--- config.mk ---
export PLATFORM = sky130hd
export DESIGN_NAME = dac_update_seq
export DESIGN_NICKNAME = d
export VERILOG_FILES = /design/src/rtl/dac_update_seq.sv
export SDC_FILE = /design/constraint.sdc
export NUM_CORES = 1
export LEC_CHECK = 0
export ABC_AREA = 1
export BUFFER_PORTS_ARGS = -buffer_cell sky130_fd_sc_hd__buf_4
export CAP_MARGIN = 20
export CORE_ASPECT_RATIO = 0.6
export CORE_MARGIN = 4
export CORE_UTILIZATION = 30
export CTS_BUF_LIST = sky130_fd_sc_hd__clkbuf_4 sky130_fd_sc_hd__clkbuf_8
export CTS_CLUSTER_DIAMETER = 120
export DETAILED_ROUTE_END_ITERATION = 6
export HOLD_SLACK_MARGIN = 0.02
export PLACE_DENSITY_LB_ADDON = 0.15
export SYNTH_ARGS = -nofsm -noshare
export SYNTH_HDL_FRONTEND = slang
export SYNTH_SLANG_ARGS = --single-unit
--- constraint.sdc ---
create_clock -name clk -period 1.6 [get_ports clk]
set_clock_uncertainty 0.15 [all_clocks]
set_input_delay 0.24 -clock clk [delete_from_list [all_inputs] [get_ports clk]]
set_output_delay 0.24 -clock clk [all_outputs]
set_load 0.05 [all_outputs]
--- src/rtl/dac_update_seq.sv ---
module dac_update_seq #(
  parameter int NCH   = 12,
  parameter int CW    = 12,
  parameter int SLOTS = 16
) (
  input  logic              clk,
  input  logic              rst_n,
  input  logic [3:0]        bus_addr,
  input  logic [7:0]        bus_wdata,
  input  logic              bus_wr,
  input  logic              bus_rd,
  input  logic              pace_tick,
  input  logic              dma_ack,
  input  logic              dma_tc,
  output logic              dma_req,
  output logic              irq,
  output logic              pace_timer_en,
  output logic              spare_timer_en,
  output logic              cycle_mode_en,
  output logic [NCH-1:0]    ch_out_en,
  output logic [NCH*CW-1:0] ch_code
);

  localparam int SW = $clog2(SLOTS + 1);
  localparam int HW = CW - 8;

  logic          req_en_q, dma_mode_q, ptimer_q, stimer_q;
  logic [SW-1:0] sel_q;
  logic [NCH-1:0] dis_q;
  logic          scan_q, cyc_dis_q;
  logic [7:0]    lo_q;
  logic          hi_ptr_q, running_q;
  logic [CW-1:0] hold_q;

  wire wr_ctrl = bus_wr && bus_addr == 4'd0;
  wire wr_en1  = bus_wr && bus_addr == 4'd1;
  wire wr_en2  = bus_wr && bus_addr == 4'd2;
  wire wr_data = bus_wr && bus_addr == 4'd3;
  wire rd_ctrl = bus_rd && bus_addr == 4'd0;

  wire           byte_stb  = wr_data || (dma_ack && dma_mode_q);
  wire [CW-1:0]  assembled = {bus_wdata[HW-1:0], lo_q};
  wire           dma_upd   = dma_ack && dma_mode_q && running_q && hi_ptr_q;
  wire           io_upd    = wr_ctrl && !bus_wdata[5];
  wire [SW-1:0]  io_tgt    = (bus_wdata[3:0] != 4'd0) ? SW'(bus_wdata[3:0]) : sel_q;
  wire [SW-1:0]  upd_slot  = io_upd ? io_tgt : sel_q;
  wire [CW-1:0]  upd_val   = io_upd ? hold_q : assembled;
  wire           upd_any   = io_upd || dma_upd;
  wire           tc_end    = dma_tc && running_q && cyc_dis_q;

  logic [NCH-1:0] upd;

  always_ff @(posedge clk or negedge rst_n) begin
    if (!rst_n) begin
      {stimer_q, ptimer_q, dma_mode_q, req_en_q} <= '0;
      sel_q <= SW'(1);
    end else begin
      if (wr_ctrl) {stimer_q, ptimer_q, dma_mode_q, req_en_q} <= bus_wdata[7:4];
      if (wr_ctrl && bus_wdata[3:0] != 4'd0)
        sel_q <= SW'(bus_wdata[3:0]);
      else if (dma_upd && scan_q)
        sel_q <= (sel_q == SW'(SLOTS)) ? SW'(1) : sel_q + SW'(1);
    end
  end

  always_ff @(posedge clk or negedge rst_n) begin
    if (!rst_n) begin
      dis_q     <= '1;
      scan_q    <= 1'b0;
      cyc_dis_q <= 1'b1;
    end else begin
      if (wr_en1) dis_q[7:0] <= bus_wdata;
      if (wr_en2) begin
        dis_q[NCH-1:8] <= bus_wdata[NCH-9:0];
        scan_q         <= bus_wdata[4];
        cyc_dis_q      <= bus_wdata[5];
      end
    end
  end

  always_ff @(posedge clk or negedge rst_n) begin
    if (!rst_n) begin
      lo_q     <= '0;
      hi_ptr_q <= 1'b0;
      hold_q   <= '0;
    end else begin
      if (rd_ctrl)       hi_ptr_q <= 1'b0;
      else if (byte_stb) hi_ptr_q <= !hi_ptr_q;
      if (byte_stb && !hi_ptr_q) lo_q <= bus_wdata;
      if (byte_stb && hi_ptr_q)  hold_q <= assembled;
    end
  end

  always_ff @(posedge clk or negedge rst_n) begin
    if (!rst_n) begin
      running_q <= 1'b0;
      dma_req   <= 1'b0;
      irq       <= 1'b0;
    end else begin
      if (wr_ctrl && !bus_wdata[5]) running_q <= 1'b0;
      else if (rd_ctrl)             running_q <= dma_mode_q;
      else if (tc_end)              running_q <= 1'b0;

      if ((wr_ctrl && !(bus_wdata[4] && bus_wdata[5])) || rd_ctrl || tc_end)
        dma_req <= 1'b0;
      else if (pace_tick && running_q && req_en_q)
        dma_req <= 1'b1;
      else if (dma_ack && hi_ptr_q)
        dma_req <= 1'b0;

      if (tc_end)       irq <= 1'b1;
      else if (rd_ctrl) irq <= 1'b0;
    end
  end

  for (genvar i = 0; i < NCH; i++) begin : g_ch
    assign upd[i]       = upd_any && upd_slot == SW'(i + 1) && !dis_q[i];
    assign ch_out_en[i] = !dis_q[i];
    always_ff @(posedge clk or negedge rst_n) begin
      if (!rst_n)      ch_code[i*CW +: CW] <= '0;
      else if (upd[i]) ch_code[i*CW +: CW] <= upd_val;
    end
    assert_disabled_hold_R5: assert property (@(posedge clk) disable iff (!rst_n)
      !ch_out_en[i] |=> $stable(ch_code[i*CW +: CW]));
  end

  assign pace_timer_en  = ptimer_q;
  assign spare_timer_en = stimer_q;
  assign cycle_mode_en  = !cyc_dis_q;

  assert_single_load_R7: assert property (@(posedge clk) disable iff (!rst_n)
    $onehot0(upd));
  assert_req_from_tick_R6: assert property (@(posedge clk) disable iff (!rst_n)
    $rose(dma_req) |-> $past(pace_tick));
  assert_irq_cause_R9: assert property (@(posedge clk) disable iff (!rst_n)
    $rose(irq) |-> $past(dma_tc));
  assert_irq_held_R9: assert property (@(posedge clk) disable iff (!rst_n)
    irq && !rd_ctrl |=> irq);
  assert_irq_cleared_R9: assert property (@(posedge clk) disable iff (!rst_n)
    rd_ctrl && !dma_tc |=> !irq);

endmodule

# Word-level counts from Yosys, hierarchy flattened
# Index checks and enable logic that the tools add are counted.
# word_totals
elab_cells	131
in_bits	19
reg_bits	191
# classes
n_addsub	1
n_eq_ne	16
reduce_logical	71
n_mux	16
# ops
operator	count
$logic_and A1 B1 Y1	44
$eq A5 B4 Y1 const B	5
$mux W5	5
$eq A5 B3 Y1 const B	4
$logic_not A1 Y1	16
$mux W12	1
$eq A5 B2 Y1 const B	2
$mux W1	10
$eq A4 B2 Y1 const B	2
$reduce_bool A2 Y1	3
$reduce_bool A3 Y1	2
$add A5 B1 Y5 const B	1
$eq A5 B1 Y1 const B	1
$eq A5 B5 Y1 const B	1
$eq A4 B1 Y1 const B	1
$logic_not A4 Y1	1
$logic_or A1 B1 Y1	4
$reduce_bool A4 Y1	1

# Longest topological paths before layout
# logic_depth
word_depth	7
depth_mapped	12

# Worst setup path before layout
# OpenSTA, ideal clock, no wires.
# synth_path
path_type	input port to flip-flop
start	input port bus_addr[3]
end	register ch_code[109]
required_time_ns	1.331
path_slack_ns	-0.193
arrival_ns	1.524
cell_stages	12
setup_time_ns	0.119
cell_sequence	nor2_4 -> nand3_4 -> nor2_8 -> buf_6 -> nand2_1 -> nand2_2 -> nand2_4 -> nor2_4 -> nand2_1 -> buf_2 -> nand2_1 -> nand2_1
# synth_via
elab_chain_len	7
# synth_rtl
item	line_no	source
from (decl)	8	input logic [3:0] bus_addr,
$logic_not A4 Y1 (*)	35	wire wr_ctrl = bus_wr && bus_addr == 4'd0;
$logic_and A1 B1 Y1 (*)	35	
$logic_and A1 B1 Y1 (*)	44	wire io_upd = wr_ctrl && !bus_wdata[5];
$mux W5	46	wire [SW-1:0] upd_slot = io_upd ? io_tgt : sel_q;
$eq A5 B4 Y1	117	assign upd[i] = upd_any && upd_slot == SW'(i + 1) && !dis_q[i];
$logic_and A1 B1 Y1 (2 in a row)	117	
to (signal, indexed assignment)	121	else if (upd[i]) ch_code[i*CW +: CW] <= upd_val;
to (decl)	21	output logic [NCH*CW-1:0] ch_code
# Mark *: on every way between the ends. The rest lies on a longest branch, timed or not.
# A chain may end at the register's enable or synchronous reset.

# Worst setup path in the final report
# layout_path
start	register sel_q[0]
end	register ch_code[128]
# layout_via
elab_chain_len	5
# layout_rtl
item	line_no	source
from (decl)	28	logic [SW-1:0] sel_q;
from (signal assigned)	60	sel_q <= SW'(bus_wdata[3:0]);
from (signal assigned)	62	sel_q <= (sel_q == SW'(SLOTS)) ? SW'(1) : sel_q + SW'(1);
$mux W5	45	wire [SW-1:0] io_tgt = (bus_wdata[3:0] != 4'd0) ? SW'(bus_wdata[3:0]) : sel_q;
$mux W5 (*)	46	
$eq A5 B4 Y1 (*)	117	
$logic_and A1 B1 Y1 (*) (2 in a row)	117	
# Marked as above.

==> flow_summary.ini <==
[clocking]
cts_root_buf = clkbuf_8
clk_path_buf_depth = 2
cts_tree = done
cts.reportedPaths.clkPinSlew_ns = 0.10
clock_latency_ns = 0.50
clock_sinks = 191
cts_made_buffers = 17
cts_max_level = 4

[worst_setup_path]
cp_cell_sequence = buf_6, nand3_2, nand2_2, nand2_2, nand2_4, nand2_4, nor2_4, buf_6, buf_8, nand3_2, nand2_1
worstPathArrival_ns = 2.23
path_delay_family = simple AND/OR/NAND/NOR gates
required_ns = 1.88
critical-path-max-stage-delay_ns = 0.59
end_kind = flop
slowest_stage = dfstp_2
critPathLaunchType = flop
critPathKind = reg2reg
path_max_fanout = 7
path_buf_inv = 3

[placement]
finalWeightedCongestion = 0.843
port_buffers = 179
dpl.hpwl_mm = 21.0
dpl_worst_slack_ns = -0.629

[routing]
drc_errors = 0
dr_total_vias = 8013
detail-route-antenna-nets = 0
first_pass_iters = 5
wire_per_inst_um = 18.8
vias_per_cell = 4.76
drtIter0Drc = 686
wl_mm = 31.6

[floorplanning]
rows = 46
die_x_um = 223
die-area_sq_mm = 0.0306
start_util = 0.311
io_pins = 180
core_area_sq_mm = 0.0269
die_h_um = 137

[global_routing]
grt_pass1_wl_mm = 47.5
grt_use_total = 0.203
grt_start_max_net_pins = 49
antenna_found_initial = 0
grt_pass1_vias = 7759
gr-usage-met1 = 0.312
grt.met3_usage = 0.0409
overflow = 0
use_met2 = 0.297
busiest_layer = met1

[yosys]
synth_warnings = 0
synth.avg_cell_area_sq_um = 8.42
synth_cell_type_count = 29
ys_ff_latch = 191
yosysSeqAreaShare = 0.575
netlist_instances = 991
syn_nets = 1012
syn-cell-area_sq_mm = 0.00835

[timing]
hold_viol = 0
relSlewSlack = 0.625
rsz0062_at_grt = yes
totalNegativeSetupSlack_ns = -41.73
slew_violations = 0
max_slew.worst_pin.slew_ns = 0.562
final.min_clock_period_ns = 1.95
fmax_mhz = 512
finalSetupViolCount = 183
period_share = 1.22
fin_ws_ns = -0.354

[pwr]
p_per_area_mw_per_mm2 = 1870
ir_drop_uv = 1100
leakagePower_nw = 6.82

[final_layout]
nets = 1333
diodes = 0
drive_above_1_share = 0.434
fillers = 2599
area_delta_synth_final_pct = 56.8

[worst_hold_path]
hp-class = in2reg

[status]
violations = negative setup slack
status = finished, violations left

[run]
drv_cap = 0
power by group:
group	switching, W	internal (W)
Combinational	0.00885	0.00478
Sequential	0.00114	0.00638
Clock	0.00187	0.00152
Total	0.0119	0.0127
sequential cells by signal, summed over array words and instances, names as in the netlist, 5 cells and up:
register,count
ch_code,144
dis_q,12
hold_q,12
lo_q,8
sel_q,5
routing by layer:
metal | up-vias | wire length [um] | share of wire
li1 | 3834 | - | -
met1 | 3949 | 16000 | 0.51
met2 | 212 | 13700 | 0.43
met3 | 18 | 1570 | 0.050
met4 | 0 | 302 | 0.0096
met5 | - | 0 | 0
cell families (layout without fill, tap and decap cells):
family / Yosys count / count (layout) / synth area share
DFF: 191 / 191 / 0.575
AOI/OAI and AO/OA: 64 / 64 / 0.0406
xor gates and xnor gates: 2 / 2 / 0.00210
and+or+nand+nor: 630 / 636 / 0.323
adders and majority gates: 2 / 2 / 0.00300
buffers and inverters: 102 / 430 / 0.0570
cell usage in the layout, fill, tap and decap left out, types with 3 or more instances in the layout:
cell and instances:
a21oi_1 5, buf_12 33, buf_4 254, buf_6 37, buf_8 9, clkbuf_8 21, clkinv_2 3, clkinvlp_4 3
dfrtp_1 176, dfstp_2 14, dlygate4sd3_1 16, inv_1 31, inv_2 12, inv_6 3, nand2_1 331, nand2_2 69
nand2_4 21, nand2_8 5, nand3_1 131, nand3_2 35, nand3_4 5, nor2_1 11, nor2_2 5, nor2_4 19
o21ai_0 24, o21ai_1 14, o21ai_2 11
stage by stage:
step / instance area (sq um) / hold slack, ns / util / cells / total power (W)
after global placement: 11100 / -0.0238 / 0.413 / 1586 / 0.0193
after CTS: 12500 / 0.0203 / 0.464 / 1660 / 0.0237
final: 13100 / 0.0587 / 0.487 / 1685 / 0.0245
after detailed placement: 11100 / -0.0213 / 0.413 / 1586 / 0.0193
after global routing: 13100 / 0.0820 / 0.487 / 1685 / 0.0257
after floorplan: 8560 / -0.206 / - / 991 / 0.0143
cell type report:
cell class / count / area, sq um / share of cell area
repair buffers: 353 / 3370 / 0.258
flip-flops and latches: 191 / 4800 / 0.367
clock buffers: 20 / 275 / 0.0210
multi-input cells: 704 / 3880 / 0.296
inverters: 45 / 184 / 0.0141
well taps: 360 / 450 / 0.0344
clock inverters: 12 / 133 / 0.0101
path summary, 6_finish.rpt:
check	slack, ns	cells after the start	start	end
max	-0.35	11	sel_q[0]	ch_code[128]
min reg2reg	0.33	2	ch_code[33]	ch_code[33]
min in group asynchronous	0.23	2	rst_n	dis_q[7]
max in group asynchronous	0.29	3	rst_n	hold_q[9]
min	0.06	4	bus_wdata[0]	sel_q[0]
max reg2reg	-0.35	11	sel_q[0]	ch_code[128]
worst register-to-register path, stage by stage (launching register included):
cell,delay [ns]
dfstp_2,0.59
buf_6,0.11
nand3_2,0.05
nand2_2,0.07
nand2_2,0.06
nand2_4,0.12
nand2_4,0.09
nor2_4,0.20
buf_6,0.15
buf_8,0.14
nand3_2,0.07
nand2_1,0.07
synth_stat cells (all sizes together):
library cell / count / area [sq um]
nand3: 170 / 863
a22oi: 2 / 15.0
a31oi: 2 / 12.5
o21a: 1 / 7.51
o32ai: 1 / 8.76
nor3: 1 / 5.00
o21ai: 49 / 245
nand4: 1 / 12.5
inv: 45 / 169
buf: 52 / 288
ha: 2 / 25.0
dfrtp: 177 / 4430
dfstp: 14 / 368
xor2: 2 / 17.5
a221oi: 1 / 8.76
or2: 1 / 6.26
nor2: 35 / 208
a21oi: 7 / 35.0
nand2: 422 / 1600
clkbuf: 5 / 18.8
o22ai: 1 / 6.26
what timing repair did:
| item | 4_1_cts | 5_1_grt |
|---|---|---|
| pin swaps | 41 | 58 |
| endpoints found under the hold margin | 209 | 0 |
| cloned | 11 | 4 |
| buffers inserted | 15 | 21 |
| gates resized for setup | 134 | 118 |
| hold buffers | 16 | 0 |
| endpoints found under the setup margin | 162 | 184 |
Power figures use the tool's default switching activity.
